[config.mk]
export PLATFORM = sky130hd
export DESIGN_NAME = sit_sample_timer
export DESIGN_NICKNAME = d
export VERILOG_FILES = /design/src/rtl/sit_pkg.sv /design/src/rtl/sit_rst_sync.sv /design/src/rtl/sit_cfg_regs.sv /design/src/rtl/sit_lfsr.sv /design/src/rtl/sit_interval_core.sv /design/src/rtl/sit_sample_timer.sv
export SDC_FILE = /design/constraint.sdc
export NUM_CORES = 1
export LEC_CHECK = 0
export ABC_CLOCK_PERIOD_IN_PS = 2000
export BUFFER_PORTS_ARGS = -buffer_cell sky130_fd_sc_hd__buf_2
export CAP_MARGIN = 20
export CORE_MARGIN = 2
export CORE_UTILIZATION = 56
export DETAILED_ROUTE_END_ITERATION = 8
export PLACE_DENSITY = 0.77
export REMOVE_ABC_BUFFERS = 1
export SKIP_CTS_REPAIR_TIMING = 1
export SLEW_MARGIN = 25
export SYNTH_ARGS = -nofsm -noshare
export SYNTH_HDL_FRONTEND = slang
export SYNTH_SLANG_ARGS = --single-unit
[constraint.sdc]
create_clock -name clk_i -period 2 [get_ports clk_i]
set_clock_uncertainty 0.05 [all_clocks]
set_input_delay 0.6 -clock clk_i [delete_from_list [all_inputs] [get_ports clk_i]]
set_output_delay 0.6 -clock clk_i [all_outputs]
set_load 0.005 [all_outputs]
[src/rtl/sit_pkg.sv]
package sit_pkg;

  localparam int LFSR_W = 16;
  localparam int RAND_W = 8;
  localparam int CFG_W  = 16;
  localparam logic [LFSR_W-1:0] LFSR_RST = 16'hACE1;

  typedef enum logic [1:0] {
    CFG_BASE  = 2'd0,
    CFG_CTRL  = 2'd1,
    CFG_SEED  = 2'd2,
    CFG_SPARE = 2'd3
  } cfg_addr_e;

  // Decode of the recommended minimum interval code, in retired operations.
  function automatic logic [15:0] min_interval(input logic [3:0] code);
    logic [15:0] iv;
    case (code)
      4'b0010: iv = 16'd512;
      4'b0011: iv = 16'd768;
      4'b0100: iv = 16'd1024;
      4'b0101: iv = 16'd1536;
      4'b0110: iv = 16'd2048;
      4'b0111: iv = 16'd3072;
      4'b1000: iv = 16'd4096;
      default: iv = 16'd256;
    endcase
    return iv;
  endfunction

endpackage

[src/rtl/sit_rst_sync.sv]
module sit_rst_sync (
  input  logic clk_i,
  input  logic rst_ni,
  output logic rst_sync_no
);

  logic [1:0] sync_q;

  always_ff @(posedge clk_i or negedge rst_ni) begin
    if (!rst_ni) begin
      sync_q <= 2'b00;
    end else begin
      sync_q <= {sync_q[0], 1'b1};
    end
  end

  assign rst_sync_no = sync_q[1];

endmodule

[src/rtl/sit_cfg_regs.sv]
module sit_cfg_regs #(
  parameter int CNT_W = 16
) (
  input  logic                        clk_i,
  input  logic                        rst_ni,
  input  logic                        cfg_we_i,
  input  logic [1:0]                  cfg_addr_i,
  input  logic [sit_pkg::CFG_W-1:0]   cfg_wdata_i,
  output logic [CNT_W-1:0]            base_o,
  output logic                        en_o,
  output logic                        rnd_en_o,
  output logic                        seed_we_o,
  output logic [sit_pkg::LFSR_W-1:0]  seed_o
);

  logic [CNT_W-1:0] base_q, base_d;
  logic             en_q, en_d;
  logic             rnd_en_q, rnd_en_d;
  logic             base_ce, ctrl_ce;

  always_comb begin
    base_ce   = cfg_we_i && (cfg_addr_i == sit_pkg::CFG_BASE);
    ctrl_ce   = cfg_we_i && (cfg_addr_i == sit_pkg::CFG_CTRL);
    seed_we_o = cfg_we_i && (cfg_addr_i == sit_pkg::CFG_SEED);
    base_d    = cfg_wdata_i[CNT_W-1:0];
    en_d      = cfg_wdata_i[0];
    rnd_en_d  = cfg_wdata_i[1];
    seed_o    = (cfg_wdata_i == '0) ? sit_pkg::LFSR_W'(1) : cfg_wdata_i;
  end

  always_ff @(posedge clk_i or negedge rst_ni) begin
    if (!rst_ni) begin
      base_q <= '0;
    end else if (base_ce) begin
      base_q <= base_d;
    end
  end

  always_ff @(posedge clk_i or negedge rst_ni) begin
    if (!rst_ni) begin
      en_q     <= 1'b0;
      rnd_en_q <= 1'b0;
    end else if (ctrl_ce) begin
      en_q     <= en_d;
      rnd_en_q <= rnd_en_d;
    end
  end

  assign base_o   = base_q;
  assign en_o     = en_q;
  assign rnd_en_o = rnd_en_q;

endmodule

[src/rtl/sit_lfsr.sv]
module sit_lfsr (
  input  logic                       clk_i,
  input  logic                       rst_ni,
  input  logic                       load_i,
  input  logic [sit_pkg::LFSR_W-1:0] seed_i,
  input  logic                       step_i,
  output logic [sit_pkg::LFSR_W-1:0] state_o
);

  localparam int W = sit_pkg::LFSR_W;

  logic [W-1:0] state_q, state_d;
  logic         feedback;
  logic         state_ce;

  always_comb begin
    feedback = state_q[15] ^ state_q[13] ^ state_q[12] ^ state_q[10];
    state_ce = load_i | step_i;
    if (load_i) begin
      state_d = seed_i;
    end else begin
      state_d = {state_q[W-2:0], feedback};
    end
  end

  always_ff @(posedge clk_i or negedge rst_ni) begin
    if (!rst_ni) begin
      state_q <= sit_pkg::LFSR_RST;
    end else if (state_ce) begin
      state_q <= state_d;
    end
  end

  assign state_o = state_q;

endmodule

[src/rtl/sit_interval_core.sv]
module sit_interval_core #(
  parameter int CNT_W     = 16,
  parameter bit TAIL_MODE = 1'b0,
  localparam int CW       = CNT_W + 1,
  localparam int RW       = sit_pkg::RAND_W
) (
  input  logic           clk_i,
  input  logic           rst_ni,
  input  logic           en_i,
  input  logic           rnd_en_i,
  input  logic [CNT_W-1:0] base_i,
  input  logic [RW-1:0]  rnd_i,
  input  logic           retire_i,
  output logic           load_o,
  output logic           running_o,
  output logic [CW-1:0]  cnt_o,
  output logic           sample_o
);

  logic          running_q, running_d;
  logic [CW-1:0] cnt_q, cnt_d;
  logic          cnt_ce;
  logic          sample_q, sample_d;
  logic          start, base_exp, load;
  logic [CW-1:0] load_val;

  always_comb begin
    start    = en_i & ~running_q;
    base_exp = en_i & running_q & retire_i & (cnt_q == CW'(1));
    load     = start | base_exp;
  end

  generate
    if (TAIL_MODE == 1'b0) begin : g_prepend
      // Random amount lengthens the interval before counting begins.
      always_comb begin
        load_val = {1'b0, base_i} + (rnd_en_i ? CW'(rnd_i) : '0);
        sample_d = base_exp;
      end
    end else begin : g_tail
      // Base interval restarts at expiry; a random tail delays the strobe.
      logic [RW-1:0] tail_q, tail_d;
      logic          tail_ce;
      logic          tail_exp;
      logic          rnd_zero;

      always_comb begin
        load_val = {1'b0, base_i};
        rnd_zero = (rnd_i == '0);
        tail_exp = en_i & retire_i & (tail_q == RW'(1));
        tail_ce  = ~en_i | base_exp | retire_i;
        tail_d   = tail_q;
        if (!en_i) begin
          tail_d = '0;
        end else if (base_exp && rnd_en_i && !rnd_zero) begin
          tail_d = rnd_i;
        end else if (retire_i && (tail_q != '0)) begin
          tail_d = tail_q - RW'(1);
        end
        sample_d = (base_exp & (~rnd_en_i | rnd_zero)) | tail_exp;
      end

      always_ff @(posedge clk_i or negedge rst_ni) begin
        if (!rst_ni) begin
          tail_q <= '0;
        end else if (tail_ce) begin
          tail_q <= tail_d;
        end
      end
    end
  endgenerate

  always_comb begin
    running_d = en_i;
    cnt_ce    = ~en_i | load | retire_i;
    cnt_d     = cnt_q;
    if (!en_i) begin
      cnt_d = '0;
    end else if (load) begin
      cnt_d = load_val;
    end else if (running_q && retire_i) begin
      cnt_d = cnt_q - CW'(1);
    end
  end

  always_ff @(posedge clk_i or negedge rst_ni) begin
    if (!rst_ni) begin
      running_q <= 1'b0;
      sample_q  <= 1'b0;
    end else begin
      running_q <= running_d;
      sample_q  <= sample_d;
    end
  end

  always_ff @(posedge clk_i or negedge rst_ni) begin
    if (!rst_ni) begin
      cnt_q <= '0;
    end else if (cnt_ce) begin
      cnt_q <= cnt_d;
    end
  end

  assign load_o    = load;
  assign running_o = running_q;
  assign cnt_o     = cnt_q;
  assign sample_o  = sample_q;

endmodule

[src/rtl/sit_sample_timer.sv]
module sit_sample_timer #(
  parameter int         CNT_W     = 16,
  parameter logic [3:0] MIN_CODE  = 4'b0000,
  parameter bit         TAIL_MODE = 1'b0
) (
  input  logic        clk_i,
  input  logic        rst_ni,
  input  logic        cfg_we_i,
  input  logic [1:0]  cfg_addr_i,
  input  logic [15:0] cfg_wdata_i,
  input  logic        retire_i,
  output logic        sample_o,
  output logic [3:0]  min_code_o,
  output logic        tail_mode_o
);

  localparam int CW = CNT_W + 1;
  localparam logic [CNT_W-1:0] MIN_IV = CNT_W'(sit_pkg::min_interval(MIN_CODE));

  logic                       rst_sync_n;
  logic [CNT_W-1:0]           base_q;
  logic [CNT_W-1:0]           eff_base;
  logic                       en_q;
  logic                       rnd_en_q;
  logic                       seed_we;
  logic [sit_pkg::LFSR_W-1:0] seed;
  logic [sit_pkg::LFSR_W-1:0] lfsr_q;
  logic                       load;
  logic                       running_q;
  logic [CW-1:0]              cnt_q;

  sit_rst_sync u_rst (
    .clk_i       (clk_i),
    .rst_ni      (rst_ni),
    .rst_sync_no (rst_sync_n)
  );

  sit_cfg_regs #(.CNT_W(CNT_W)) u_cfg (
    .clk_i       (clk_i),
    .rst_ni      (rst_sync_n),
    .cfg_we_i    (cfg_we_i),
    .cfg_addr_i  (cfg_addr_i),
    .cfg_wdata_i (cfg_wdata_i),
    .base_o      (base_q),
    .en_o        (en_q),
    .rnd_en_o    (rnd_en_q),
    .seed_we_o   (seed_we),
    .seed_o      (seed)
  );

  always_comb begin
    eff_base = (base_q < MIN_IV) ? MIN_IV : base_q;
  end

  sit_lfsr u_lfsr (
    .clk_i   (clk_i),
    .rst_ni  (rst_sync_n),
    .load_i  (seed_we),
    .seed_i  (seed),
    .step_i  (load),
    .state_o (lfsr_q)
  );

  sit_interval_core #(.CNT_W(CNT_W), .TAIL_MODE(TAIL_MODE)) u_core (
    .clk_i     (clk_i),
    .rst_ni    (rst_sync_n),
    .en_i      (en_q),
    .rnd_en_i  (rnd_en_q),
    .base_i    (eff_base),
    .rnd_i     (lfsr_q[sit_pkg::RAND_W-1:0]),
    .retire_i  (retire_i),
    .load_o    (load),
    .running_o (running_q),
    .cnt_o     (cnt_q),
    .sample_o  (sample_o)
  );

  assign min_code_o  = MIN_CODE;
  assign tail_mode_o = TAIL_MODE;

endmodule

==> results.toml, run 1 <==
[yosys]
syn_inst = 382
syn_area_um2 = 3410
ys_types = 60
synth_edf_count = 0
ys_warn_count = 0
yosysSeqAreaShare_pct = 40.7
synthArstFlopShare_pct = 100
ys_seq_elements = 55
synth_ff_type = "dfrtp_1"
avgSynthCellArea_um2 = 8.93

[clock_network]
clk_path_buf_depth = 2
cts_inserted_buffers = 5
cts_tree = "yes"
htree_levels = 2
cts.sinks = 55
cts_root_buf = "clkbuf_8"
cts.reportedPaths.clkPinSlew_ps = 100
clkLatencyLatePin_ps = 320

[placed_design]
placed_area_um2 = 4130
post-place-ws_ps = -988
place.gp.congestion = 0.913
dp_cells = 542
hpwl_mm = 6.87
io_buffers = 22

[sta]
fin_crit_ps = 2890
slew_headroom_pct = 54.3
fmax_mhz = 346
hold_viol = 0
tightestPinTransition_ps = 683
maxSlewViolCount = 0
period_share_pct = 145
whs_ps = 217
rsz0062_at_grt = "yes"
setup_violations = 16
fin_setup_tns_ps = -10670
layout_setup_ws_ps = -890

[flow_run]
drv_cap = 0

[routing]
drtIter0Drc = 218
post-route-drc-count = 0
wl_per_cell_um = 17.1
drt-total-wl_mm = 9.56
drt_pre_antenna_iters = 4
vias_per_cell = 5.86
postRouteAntennaNets = 0
vias = 3274

[global_routing]
grt_pass1_vias = 3156
grt_pass1_wl_mm = 14.8
grtUsageTotal_pct = 28.6
antenna_found_initial = 0
gr-total-overflow = 0
grt_max_degree = 30

[layout]
final_cells = 559
utilization_pct = 77.0
fin_area_um2 = 4530
fin_nets = 516
synthToLayoutAreaGrowth_pct = 33.0
diodes = 0
drive_above_1_share_pct = 38.4

[run_status]
status = "complete, but fails checks"
violations = "setup timing"

[floorplanning]
fp-row-count = 28
initial_core_util_pct = 57.9
dieArea_um2 = 6730
die_y_um = 82.0
die_x_um = 82.0
top_level_ports = 28
core_um2 = 5890

[setup_path]
critPathMaxFanout = 6
cpPeakStageDelay_ps = 410
end_kind = "flop"
critical_path_arrival_ps = 3050
cp-start-kind = "flop"
path_cells = "nor4_2 -> nand3_1 -> nor2_1 -> buf_4 -> buf_4 -> nor2b_1 -> ha_1 -> buf_4 -> o21a_1 -> o21ai_1 -> o21bai_1 -> buf_4 -> mux2i_1 -> o31ai_1"
path_class = "flop to flop"
critPathRequiredTime_ps = 2150
crit_top_cell = "buf_4"
slowest_stage = "dfrtp_1"

[power_and_ir_drop]
power_leakage_nw = 2.03
power_density_nw_per_um2 = 1240
ir_drop_v = 0.000660
p_total_mw = 5.63

[min_path]
hp-class = "flop to asynchronous set/reset pin"
-- worst max-delay path: cells and delay by family (launching register included) --
family                     cells  cell delay [ps]
DFF                            1              410
buffers and inverters          4              610
muxes                          1              200
adders and majority gates      1              300
and+or+nand+nor                4              580
AOI/OAI and AO/OA              4              650
-- worst paths after layout --
| path | from | slack [ps] | endpoint | cells after the start |
|---|---|---|---|---|
| worst max register to register | u_cfg.base_o[9]$_DFFE_PN0P_ | -890 | u_core.cnt_o[13]$_DFFE_PN0P_ | 14 |
| worst min register to register | u_rst.sync_q[1]$_DFF_PN0_ | 220 | u_cfg.base_o[4]$_DFFE_PN0P_ | 0 |
| max in group asynchronous | u_rst.sync_q[1]$_DFF_PN0_ | 1070 | u_lfsr.state_o[0]$_DFFE_PN1P_ | 1 |
| min in group clk_i | u_rst.sync_q[0]$_DFF_PN0_ | 320 | u_rst.sync_q[1]$_DFF_PN0_ | 0 |
| worst max-delay path | u_cfg.base_o[9]$_DFFE_PN0P_ | -890 | u_core.cnt_o[13]$_DFFE_PN0P_ | 14 |
| worst min-delay path | u_rst.sync_q[1]$_DFF_PN0_ | 220 | u_cfg.base_o[4]$_DFFE_PN0P_ | 0 |
-- per-layer routing --
| metal | global-route usage, % | vias to the layer above | share of wire, % |
|---|---|---|---|
| met4 | 6.00 | 0 | 1.5 |
| met3 | 4.73 | 16 | 3.4 |
| met1 | 36.7 | 1605 | 43 |
| met5 | 0 | - | 0 |
| met2 | 51.0 | 78 | 52 |
| li1 | - | 1575 | - |
-- final cells by class --
class / count / area (um^2)
fill: 420 / 1350
inverter: 10 / 37.5
tap: 75 / 93.8
clock buffer: 5 / 68.8
timing repair buffer: 108 / 793
multi-input combinational: 303 / 2130
sequential: 55 / 1390
clock inverter: 3 / 22.5
-- report_power, final --
| group | switching (mW) | leakage [nW] | internal [mW] |
|---|---|---|---|
| sequential | 0.269 | 0.663 | 1.51 |
| combinational | 1.62 | 1.31 | 1.58 |
| clock | 0.397 | 0.0489 | 0.255 |
| total | 2.28 | 2.03 | 3.35 |
-- synth_stat cells, types with 2 or more instances --
master / n / area share [%]
or4_1: 2 / 0.44
o21bai_1: 3 / 0.66
and4_1: 2 / 0.51
nor4_1: 8 / 1.5
and3_1: 2 / 0.37
o311ai_0: 2 / 0.51
o21a_1: 5 / 1.1
a22oi_1: 3 / 0.66
dfstp_2: 8 / 6.2
nor2b_1: 10 / 1.8
xnor2_1: 6 / 1.5
buf_2: 3 / 0.44
a32o_1: 3 / 0.88
a21oi_1: 24 / 3.5
o21ai_0: 36 / 5.3
or2_2: 3 / 0.55
nand3b_1: 2 / 0.44
or3_1: 6 / 1.1
and2_1: 9 / 1.7
inv_1: 10 / 1.1
xor2_1: 2 / 0.51
dfrtp_1: 47 / 34
buf_4: 5 / 1.1
o31ai_1: 3 / 0.66
nor3_1: 11 / 1.6
nand4_1: 4 / 0.73
nand2_1: 42 / 4.6
mux2_2: 17 / 5.6
mux2i_1: 5 / 1.5
clkbuf_1: 9 / 0.99
nor2_1: 34 / 3.7
a21o_1: 3 / 0.66
conb_1: 2 / 0.22
ha_1: 10 / 3.7
nand3_1: 8 / 1.2
a31oi_1: 9 / 1.7
-- cells by family (layout without fill, tap and decap cells) --
family / after synthesis / in the layout / synth area share [%]
xor gates and xnor gates: 8 / 8 / 2.06
muxes: 22 / 22 / 7.08
AOI/OAI and AO/OA: 106 / 106 / 19.5
DFF: 55 / 55 / 40.7
buffers and inverters: 28 / 126 / 3.74
adders and majority gates: 11 / 11 / 4.26
other: 2 / 6 / 0.220
and+or+nand+nor: 150 / 150 / 22.5
-- layout by cell type (no fill, tap or decap), types with 9 or more instances in the layout --
cell type   n
dfrtp_1    46
buf_4      79
and2_1      9
buf_2      22
o21ai_1    12
nor2_1     33
nor2b_1     9
mux2_2     17
o21ai_0    21
inv_1       9
nand2_1    40
a21oi_1    19
ha_1        9
-- state kept, by name, indices dropped and copies added (netlist names) --
register	count
u_cfg.rnd_en_o	1
u_core.sample_o	1
u_rst.sync_q	2
u_core.running_o	1
u_cfg.base_o	16
u_lfsr.state_o	16
u_cfg.en_o	1
u_core.cnt_o	17
(Power assumes the default switching activity.)
==> inputs of run 2 (changes only) <==
--- a/config.mk
+++ b/config.mk
@@ -18,3 +18,4 @@
 export SYNTH_ARGS = -nofsm -noshare
 export SYNTH_HDL_FRONTEND = slang
 export SYNTH_SLANG_ARGS = --single-unit
+export TNS_END_PERCENT = 30
==> run 2 against run 1 <==
The run still ends with setup timing left. Total power is 2.0% lower. Largest cell class unchanged. Critical endpoint is now u_core.cnt_o[14]$_DFFE_PN0P_. Critical path type unchanged. Final area is 1.5% lower. Combinational power is 3% lower.
==> results.toml, run 2 (synthesis gave the netlist of run 1 again) <==
[run_status]
status = "complete, but fails checks"
violations = "setup timing"

[placed_design]
place.gp.congestion = 0.913
io_buffers = 22
hpwl_mm = 6.87
placed_area_um2 = 4130
post-place-ws_ps = -988
dp_cells = 542

[global_routing]
antenna_found_initial = 0
globalRouteMet2Util_pct = 51.0
grt_pass1_vias = 3156
use_met1_pct = 36.7
busiest_layer = "met2"
grtUsageMet3_pct = 4.73
gr-total-overflow = 0
grt_max_degree = 30
grt_pass1_wl_mm = 14.8
grtUsageTotal_pct = 28.6

[setup_path]
worstReg2RegStart = "u_cfg.base_o[9]$_DFFE_PN0P_"
critical_path_arrival_ps = 2990
r2r-end = "u_core.cnt_o[14]$_DFFE_PN0P_"
critPathMaxFanout = 5
critPathRequiredTime_ps = 2160
end_kind = "flop"
path_class = "flop to flop"
r2r_setup_slack_ps = -830
cp-start-kind = "flop"
reg2reg_depth = 14

[sta]
fmax_mhz = 353
maxSlewViolCount = 0
setup_violations = 16
rsz0062_at_grt = "yes"
fin_setup_tns_ps = -10450
tightestPinTransition_ps = 687
whs_ps = 215
fin_crit_ps = 2830
period_share_pct = 142
layout_setup_ws_ps = -833
slew_headroom_pct = 54.1
hold_viol = 0

[power_and_ir_drop]
power_frac_seq_pct = 32.4
switching_share_pct = 40.5
p_total_mw = 5.52
p_clk_share_pct = 11.8
combPwrFrac_pct = 55.8
power_density_nw_per_um2 = 1240
power_leakage_nw = 2.00
internal_power_mw = 3.28
ir_drop_v = 0.000652
p_sw_mw = 2.24

[layout]
utilization_pct = 75.9
register_area_um2 = 1390
most-common-layout-cells = "buf_4, dfrtp_1, nand2_1, nor2_1, o21ai_0"
final_cells = 556
largest_reg_flops = 17
diodes = 0
synthToLayoutAreaGrowth_pct = 30.9
multi_input_area_um2 = 2090
fin_area_um2 = 4460
drive_above_1_share_pct = 36.6
fillers = 429
fin_nets = 513
layout_commonest_cell = "buf_4"

[routing]
drt-total-wl_mm = 9.56
post-route-drc-count = 0
drt_pre_antenna_iters = 4
wl_per_cell_um = 17.2
vias_per_cell = 5.88
vias = 3272
postRouteAntennaNets = 0
drtIter0Drc = 186

[clock_network]
clk_path_buf_depth = 2
cts.reportedPaths.clkPinSlew_ps = 100
cts.sinks = 55
cts_root_buf = "clkbuf_8"
htree_levels = 2
clkLatencyLatePin_ps = 320
cts_tree = "yes"
cts_inserted_buffers = 5

[flow_run]
drv_cap = 0

[floorplanning]
fp-row-count = 28
top_level_ports = 28
die_x_um = 82.0
dieArea_um2 = 6730
die_y_um = 82.0
initial_core_util_pct = 57.9
core_um2 = 5890

[min_path]
hp-class = "flop to asynchronous set/reset pin"
-- run 2: cell types whose count changed in the layout (fill, tap and decap cells not counted), sizes merged --
cell / change
buf: -3
-- run 2: final cells by class --
class,instances,area share [%]
Clock inverter,3,0.504
Tap cell,75,2.10
Sequential cell,55,31.1
Multi-Input combinational cell,303,46.8
Timing Repair Buffer,105,17.1
Inverter,10,0.841
Clock buffer,5,1.54
-- run 2: worst max-delay path, cell delays in order (launching register included) --
cell	delay (ps)
dfrtp_1	410
nor4_2	280
nand3_1	130
nor2_1	130
buf_4	140
buf_4	110
nor2b_1	40
ha_1	280
buf_4	170
a21oi_2	240
buf_4	180
a31oi_4	100
xor2_2	200
o221ai_1	190
nand2_1	70
-- run 2: per-layer routing --
metal  routed length [um]  vias to the layer above
met5                    0                        -
met4                  116                        0
li1                     -                     1579
met2                 4990                       79
met3                  343                       13
met1                 4110                     1601
-- run 2: power by group through the flow --
stage / clock [mW] / sequential (mW) / combinational [mW]
floorplan: 0 / 1.79 / 1.49
global placement: 0 / 1.78 / 2.65
detailed placement: 0 / 1.79 / 2.73
CTS: 0.654 / 1.77 / 2.76
global route: 0.697 / 1.84 / 3.34
finish: 0.650 / 1.79 / 3.08
-- run 2: worst max path at each step --
stage	from	end	slack, ps	cells after the start
after floorplan	u_cfg.base_o[13]$_DFFE_PN0P_	u_core.cnt_o[12]$_DFFE_PN0P_	-960	13
after global placement	u_cfg.base_o[13]$_DFFE_PN0P_	u_core.cnt_o[16]$_DFFE_PN0P_	-860	15
after detailed placement	u_cfg.base_o[13]$_DFFE_PN0P_	u_core.cnt_o[9]$_DFFE_PN0P_	-990	13
after CTS	u_cfg.base_o[13]$_DFFE_PN0P_	u_core.cnt_o[16]$_DFFE_PN0P_	-1030	15
after global routing	u_cfg.base_o[9]$_DFFE_PN0P_	u_core.cnt_o[13]$_DFFE_PN0P_	-920	13
final	u_cfg.base_o[9]$_DFFE_PN0P_	u_core.cnt_o[14]$_DFFE_PN0P_	-830	14
